`src/rtl/wo_pkg.sv`:
```
package wo_pkg;
  typedef enum logic [2:0] {
    SRC_LOW      = 3'd0,
    SRC_SQ1      = 3'd1,
    SRC_SQ32     = 3'd2,
    SRC_SQ64     = 3'd3,
    SRC_SQ512    = 3'd4,
    SRC_ALM_TGL  = 3'd5,
    SRC_ALM_COPY = 3'd6,
    SRC_PULSE    = 3'd7
  } src_e;

  // log2(one second in half-ticks / high time in half-ticks)
  function automatic int hi_drop(input logic [2:0] code);
    case (code)
      3'd0: hi_drop = 5;
      3'd1: hi_drop = 6;
      3'd2: hi_drop = 8;
      3'd3: hi_drop = 10;
      3'd4: hi_drop = 11;
      3'd5: hi_drop = 13;
      3'd6: hi_drop = 15;
      default: hi_drop = 16;
    endcase
  endfunction
endpackage

```
`src/rtl/wo_prescaler.sv`:
```
module wo_prescaler #(
  parameter int CNT_W = 16
) (
  input  logic             clk,
  input  logic             rst,
  input  logic             tick,
  output logic [CNT_W-1:0] cnt
);
  always_ff @(posedge clk) begin
    if (rst)       cnt <= '0;
    else if (tick) cnt <= cnt + CNT_W'(1);
  end
endmodule

```
`src/rtl/wo_alarm_toggle.sv`:
```
module wo_alarm_toggle (
  input  logic clk,
  input  logic rst,
  input  logic alarm,
  output logic tog
);
  logic alarm_q;

  always_ff @(posedge clk) begin
    if (rst) begin
      alarm_q <= 1'b0;
      tog     <= 1'b0;
    end else begin
      alarm_q <= alarm;
      if (alarm && !alarm_q) tog <= !tog;
    end
  end
endmodule

```
`src/rtl/wo_pulse_phase.sv`:
```
module wo_pulse_phase #(
  parameter int CNT_W = 16
) (
  input  logic       clk,
  input  logic       rst,
  input  logic       tick,
  input  logic       en,
  input  logic [2:0] hi_code,
  input  logic [1:0] per_code,
  output logic       lvl
);
  import wo_pkg::*;
  localparam int HW = CNT_W + 1;

  logic [CNT_W-1:0] ph;
  logic [CNT_W-1:0] last;
  logic [HW-1:0]    hlen;

  assign last = {CNT_W{1'b1}} >> per_code;
  assign hlen = HW'(1) << (CNT_W - hi_drop(hi_code));

  always_ff @(posedge clk) begin
    if (rst || !en)  ph <= '0;
    else if (tick)   ph <= (ph >= last) ? '0 : ph + CNT_W'(1);
  end

  assign lvl = en && ({1'b0, ph} < hlen);
endmodule

```
`src/rtl/wo_pin_mux.sv`:
```
module wo_pin_mux #(
  parameter int CNT_W = 16
) (
  input  logic              clk,
  input  logic              rst,
  input  wo_pkg::src_e      sel,
  input  logic [CNT_W-1:0]  cnt,
  input  logic              alarm,
  input  logic              tog,
  input  logic              pulse_lvl,
  output logic              pin
);
  import wo_pkg::*;
  localparam int B_1HZ   = CNT_W - 1;
  localparam int B_32HZ  = CNT_W - 6;
  localparam int B_64HZ  = CNT_W - 7;
  localparam int B_512HZ = CNT_W - 10;

  always_ff @(posedge clk) begin
    if (rst) pin <= 1'b0;
    else begin
      case (sel)
        SRC_SQ1:      pin <= cnt[B_1HZ];
        SRC_SQ32:     pin <= cnt[B_32HZ];
        SRC_SQ64:     pin <= cnt[B_64HZ];
        SRC_SQ512:    pin <= cnt[B_512HZ];
        SRC_ALM_TGL:  pin <= tog;
        SRC_ALM_COPY: pin <= alarm;
        SRC_PULSE:    pin <= pulse_lvl;
        default:      pin <= 1'b0;
      endcase
    end
  end
endmodule

```
`src/rtl/rtc_wave_out.sv`:
```
module rtc_wave_out #(
  parameter int CNT_W  = 16,
  parameter int N_PINS = 2
) (
  input  logic       clk,
  input  logic       rst,
  input  logic       half_tick,
  input  logic       alarm_flag,
  input  logic [2:0] src_sel0,
  input  logic [2:0] src_sel1,
  input  logic [2:0] hi_code,
  input  logic [1:0] per_code,
  output logic       pin_out0,
  output logic       pin_out1
);
  import wo_pkg::*;

  logic [CNT_W-1:0] cnt;
  logic             tog;
  logic [2:0]       sel_a [N_PINS];
  logic             pin_a [N_PINS];

  assign sel_a[0] = src_sel0;
  assign sel_a[1] = src_sel1;
  assign pin_out0 = pin_a[0];
  assign pin_out1 = pin_a[1];

  wo_prescaler #(.CNT_W(CNT_W)) i_pre (
    .clk(clk), .rst(rst), .tick(half_tick), .cnt(cnt)
  );

  wo_alarm_toggle i_tgl (
    .clk(clk), .rst(rst), .alarm(alarm_flag), .tog(tog)
  );

  for (genvar g = 0; g < N_PINS; g++) begin : g_pin
    src_e sel;
    logic lvl;
    assign sel = src_e'(sel_a[g]);

    wo_pulse_phase #(.CNT_W(CNT_W)) i_pulse (
      .clk(clk), .rst(rst), .tick(half_tick), .en(sel == SRC_PULSE),
      .hi_code(hi_code), .per_code(per_code), .lvl(lvl)
    );

    wo_pin_mux #(.CNT_W(CNT_W)) i_mux (
      .clk(clk), .rst(rst), .sel(sel), .cnt(cnt), .alarm(alarm_flag),
      .tog(tog), .pulse_lvl(lvl), .pin(pin_a[g])
    );
  end
endmodule

```
`config.mk`:
```
export PLATFORM = sky130hd
export DESIGN_NAME = rtc_wave_out
export DESIGN_NICKNAME = d
export VERILOG_FILES = /design/src/rtl/wo_pkg.sv /design/src/rtl/wo_prescaler.sv /design/src/rtl/wo_alarm_toggle.sv /design/src/rtl/wo_pulse_phase.sv /design/src/rtl/wo_pin_mux.sv /design/src/rtl/rtc_wave_out.sv
export SDC_FILE = /design/constraint.sdc
export NUM_CORES = 1
export LEC_CHECK = 0
export BUFFER_PORTS_ARGS = -buffer_cell sky130_fd_sc_hd__buf_2
export CAP_MARGIN = 20
export CORE_MARGIN = 2
export CORE_UTILIZATION = 55
export DETAILED_ROUTE_END_ITERATION = 12
export PLACE_DENSITY_LB_ADDON = 0.12
export SLEW_MARGIN = 40
export SYNTH_ARGS = -nofsm -noshare
export SYNTH_HDL_FRONTEND = slang
export SYNTH_SLANG_ARGS = --single-unit
```
`constraint.sdc`:
```
create_clock -name clk -period 4 [get_ports clk]
set_input_delay 1 -clock clk [delete_from_list [all_inputs] [get_ports clk]]
set_output_delay 1 -clock clk [all_outputs]
set_load 0.01 [all_outputs]
```
==> out/qor.csv <==
stage,metric,value,unit
cts,cts.sinks,52,
floorplanning,start_util,57.2,%
power,clkPwrFrac,36.2,%
synthesis,ys_types,42,
detailed_routing,wl_met2,3120,um
sta,setup-violations-final,0,
power,peakVddDrop,177,uV
synthesis,yosysSeqAreaShare,30.7,%
critical_path,critPathTopFamily,compound AO/OA/AOI/OAI gates,
place,post-dp-hpwl,5440,um
floorplanning,ios,17,
detailed_routing,viasPerCell,5.87,
critical_path,r2r_start,g_pin[0].i_pulse.ph[0],
power,p_sw,248,uW
synthesis,syn_area_per_cell,8.60,um2
sta,rsz0062_at_grt,false,
sta,drv_slew,0,
global_routing,gr-total-overflow,0,
synthesis,ys_seq_elements,52,
detailed_routing,drc,0,
synthesis,synthFlopType,dfxtp_1,
final_layout,design_area,3610,um2
sta,period_share,91.0,%
cts,clock_path_buffers,2,
detailed_routing,wirelength,6960,um
cts,postCtsSetupBuffers,0,
synthesis,async_flop_share,0,%
final_layout,fin_cells,482,
cts,hold_buffers,0,
critical_path,cp.required,4.19,ns
synthesis,synth_xor_area_share,10.6,%
detailed_routing,dr.max_layer_used,met4,
final_layout,drive_above_1_share,9.83,%
detailed_routing,dr.pass1.iters,4,
power,powerDensity,279,nW/um2
global_routing,grt_max_degree,23,
sta,slew_headroom,60.2,%
min_path,min_from,i_pre.cnt[14],
synthesis,synth_top_family_by_area,simple AND/OR/NAND/NOR gates,
floorplanning,core-area,5920,um2
global_routing,grt_pass1_wl,11500,um
synthesis,syn-num-nets,447,
sta,fmax,275,MHz
critical_path,worstSetupPathType,primary input to flip-flop,
critical_path,rr_endpoint,g_pin[0].i_pulse.ph[6],
synthesis,synth-simple-area-share,28.3,%
final_layout,utilization,61.0,%
detailed_routing,vias,2829,
power,p_total,1.01,mW
critical_path,crit_chain,buf_2 > nand2b_1 > nand2_1 > and2_1 > inv_1 > ha_1 > nand2b_1 > o21ai_0 > nand3_1 > ha_1 > a211oi_1 > o21ai_0 > a211oi_1 > nor2_1 > a2111oi_0,
global_routing,grt_pass1_vias,2549,
place,placed_cell_area,3500,um2
synthesis,synth.area.mux_share,2.10,%
flow_run,drv_cap,0,
cts,cts_tree,yes,
detailed_routing,drt-initial-drc-count,126,
synthesis,syn_inst,394,
cts,cts_resized,0,
cts,htreeDepth,2,
sta,finalHoldViolations,0,
detailed_routing,wl_per_cell,14.4,um
cts,numCtsBuffers,5,
detailed_routing,wl_met1,3510,um
run_status,status,"finished, final reports clean",
place,post-place-ws,0.0139,ns
min_path,hold_depth,2,
critical_path,slowest_stage,a2111oi_0,
final_layout,diodes,0,
floorplanning,die_h,82.5,um
min_path,min_to,i_pre.cnt[14],
synthesis,synth-edff-count,0,
sta,layout_setup_ws,0.361,ns
critical_path,crit_buf_inv,2,
critical_path,critPathLaunchType,primary input,
critical_path,critPathArrivalTime,3.83,ns
sta,whs,0.497,ns
place,dp.cells,474,
synthesis,ys_warn_count,0,
critical_path,ff2ff_path_depth,6,
floorplanning,die_width,82.5,um
critical_path,r2r_slack,1.90,ns
power,pwr-share-comb,11.5,%
global_routing,antenna_found_initial,0,
final_layout,syn_to_final_growth,6.61,%
sta,clock_skew,0.00505,ns
critical_path,cpPeakStageDelay,0.33,ns
power,seq_power_share,52.3,%
synthesis,yosys.area_share.adder,14.0,%
cts,clk_pin_slew,0.09,ns
critical_path,worst-path-max-fanout,11,
place,place.gp.congestion,0.930,
sta,tns,0,ns
min_path,hold_class,flip-flop to flip-flop,
cts,clk_latency,0.31,ns
power,leakagePower,1.31,nW
power,p_int,759,uW
place,io_buffers,16,
detailed_routing,met3_length,254,um
sta,tightest_slew,0.590,ns
power,p_sw_share,24.6,%
synthesis,synth_compound_gate_area_share,11.4,%
floorplanning,die_area,6800,um2
synthesis,synth_area,3390,um2
critical_path,end_kind,flip-flop,
final_layout,nNetsFinal,459,
global_routing,grt_usage,21.5,%
cts,cts_root_buffer,clkbuf_8,
detailed_routing,antenna_left,0,
floorplanning,rows,28,
sta,fin_crit,3.64,ns
[cell usage in the layout (no fill, tap or decap), types with 8 or more instances in the layout]
cell type  instances
a21oi_1           14
and3_1            10
buf_2             16
dfxtp_1           52
ha_1              38
nand2_1           26
nand3_1           20
nand4_1           16
nor2_1            44
nor2_4            10
nor3_1            11
o21ai_0           24
or3_1              8
xnor2_1           17
xor2_1            24
[area by class of cell]
class	count	area (um2)
inverters	7	26.3
multi-input cells	323	2250
well taps	75	93.8
repair buffers	17	87.6
clock buffers	6	72.6
clock inverters	2	38.8
fillers	527	2310
flip-flops and latches	52	1040
[Yosys cell counts, types with 2 or more instances]
master | count | area, um2
xnor2_1 | 17 | 149
o22ai_1 | 3 | 18.8
nand2_1 | 26 | 97.6
nand2b_1 | 5 | 31.3
nor2_1 | 44 | 165
inv_1 | 7 | 26.3
a211oi_1 | 7 | 52.6
o221ai_1 | 2 | 17.5
o31a_1 | 2 | 17.5
clkbuf_1 | 10 | 37.5
o21ai_0 | 24 | 120
dfxtp_1 | 52 | 1040
or3_1 | 8 | 50.1
nand3_1 | 20 | 100
nor4_1 | 3 | 18.8
ha_1 | 38 | 475
a21oi_1 | 14 | 70.1
and4_1 | 6 | 52.6
nand3b_1 | 3 | 22.5
mux2i_1 | 6 | 60.1
xor2_1 | 24 | 210
nand4_1 | 16 | 100
or2_2 | 3 | 18.8
nor2_4 | 10 | 113
nor2b_1 | 5 | 31.3
and3_1 | 10 | 62.6
and2_1 | 2 | 12.5
nor3_1 | 11 | 55.1
o21bai_1 | 3 | 22.5
[worst max path at each step]
stage                          start                 end  slack (ns)  depth (start not counted)
after floorplan           hi_code[1]  g_pin[1].i_mux.pin        0.27                         15
after global placement    hi_code[1]  g_pin[1].i_mux.pin        0.18                         14
after detailed placement  hi_code[1]  g_pin[1].i_mux.pin        0.01                         14
after CTS                 hi_code[1]  g_pin[1].i_mux.pin        0.34                         14
after global routing      hi_code[1]  g_pin[1].i_mux.pin     0.00007                         15
final                     hi_code[1]  g_pin[1].i_mux.pin        0.36                         15
[metal layers]
| metal | up-vias | track usage, % |
|---|---|---|
| li1 | 1445 | - |
| met1 | 1320 | 29.8 |
| met2 | 56 | 35.0 |
| met3 | 8 | 3.26 |
| met4 | 0 | 5.41 |
| met5 | - | 0 |
[cell families (layout without fill, tap and decap cells)]
group / after synthesis / after routing
compound gates: 62 / 62
xor+xnor: 41 / 41
fa+ha+maj: 38 / 38
buf+inv: 19 / 32
flops: 52 / 52
mux: 7 / 7
simple gates: 175 / 175
[registers in the layout, summed over array words and instances, names as in the netlist]
signal / cells
i_tgl.alarm_q: 1
i_pre.cnt: 16
g_pin.i_pulse.ph: 32
g_pin.i_mux.pin: 2
i_tgl.tog: 1
[power by group through the flow]
| stage | Combinational [mW] | Sequential [mW] | Clock [mW] |
|---|---|---|---|
| after CTS | 0.115 | 0.527 | 0.373 |
| after global placement | 0.111 | 0.539 | 0 |
| after floorplan | 0.0804 | 0.539 | 0 |
| after detailed placement | 0.114 | 0.539 | 0 |
| final | 0.116 | 0.527 | 0.364 |
| after global routing | 0.129 | 0.528 | 0.390 |
[tightest hold or removal path: stages (launching register included)]
cell and delay (ns):
dfxtp_1 0.33, o21ai_0 0.07, a21oi_1 0.06
Note: power is estimated with default switching activity, not from simulation.
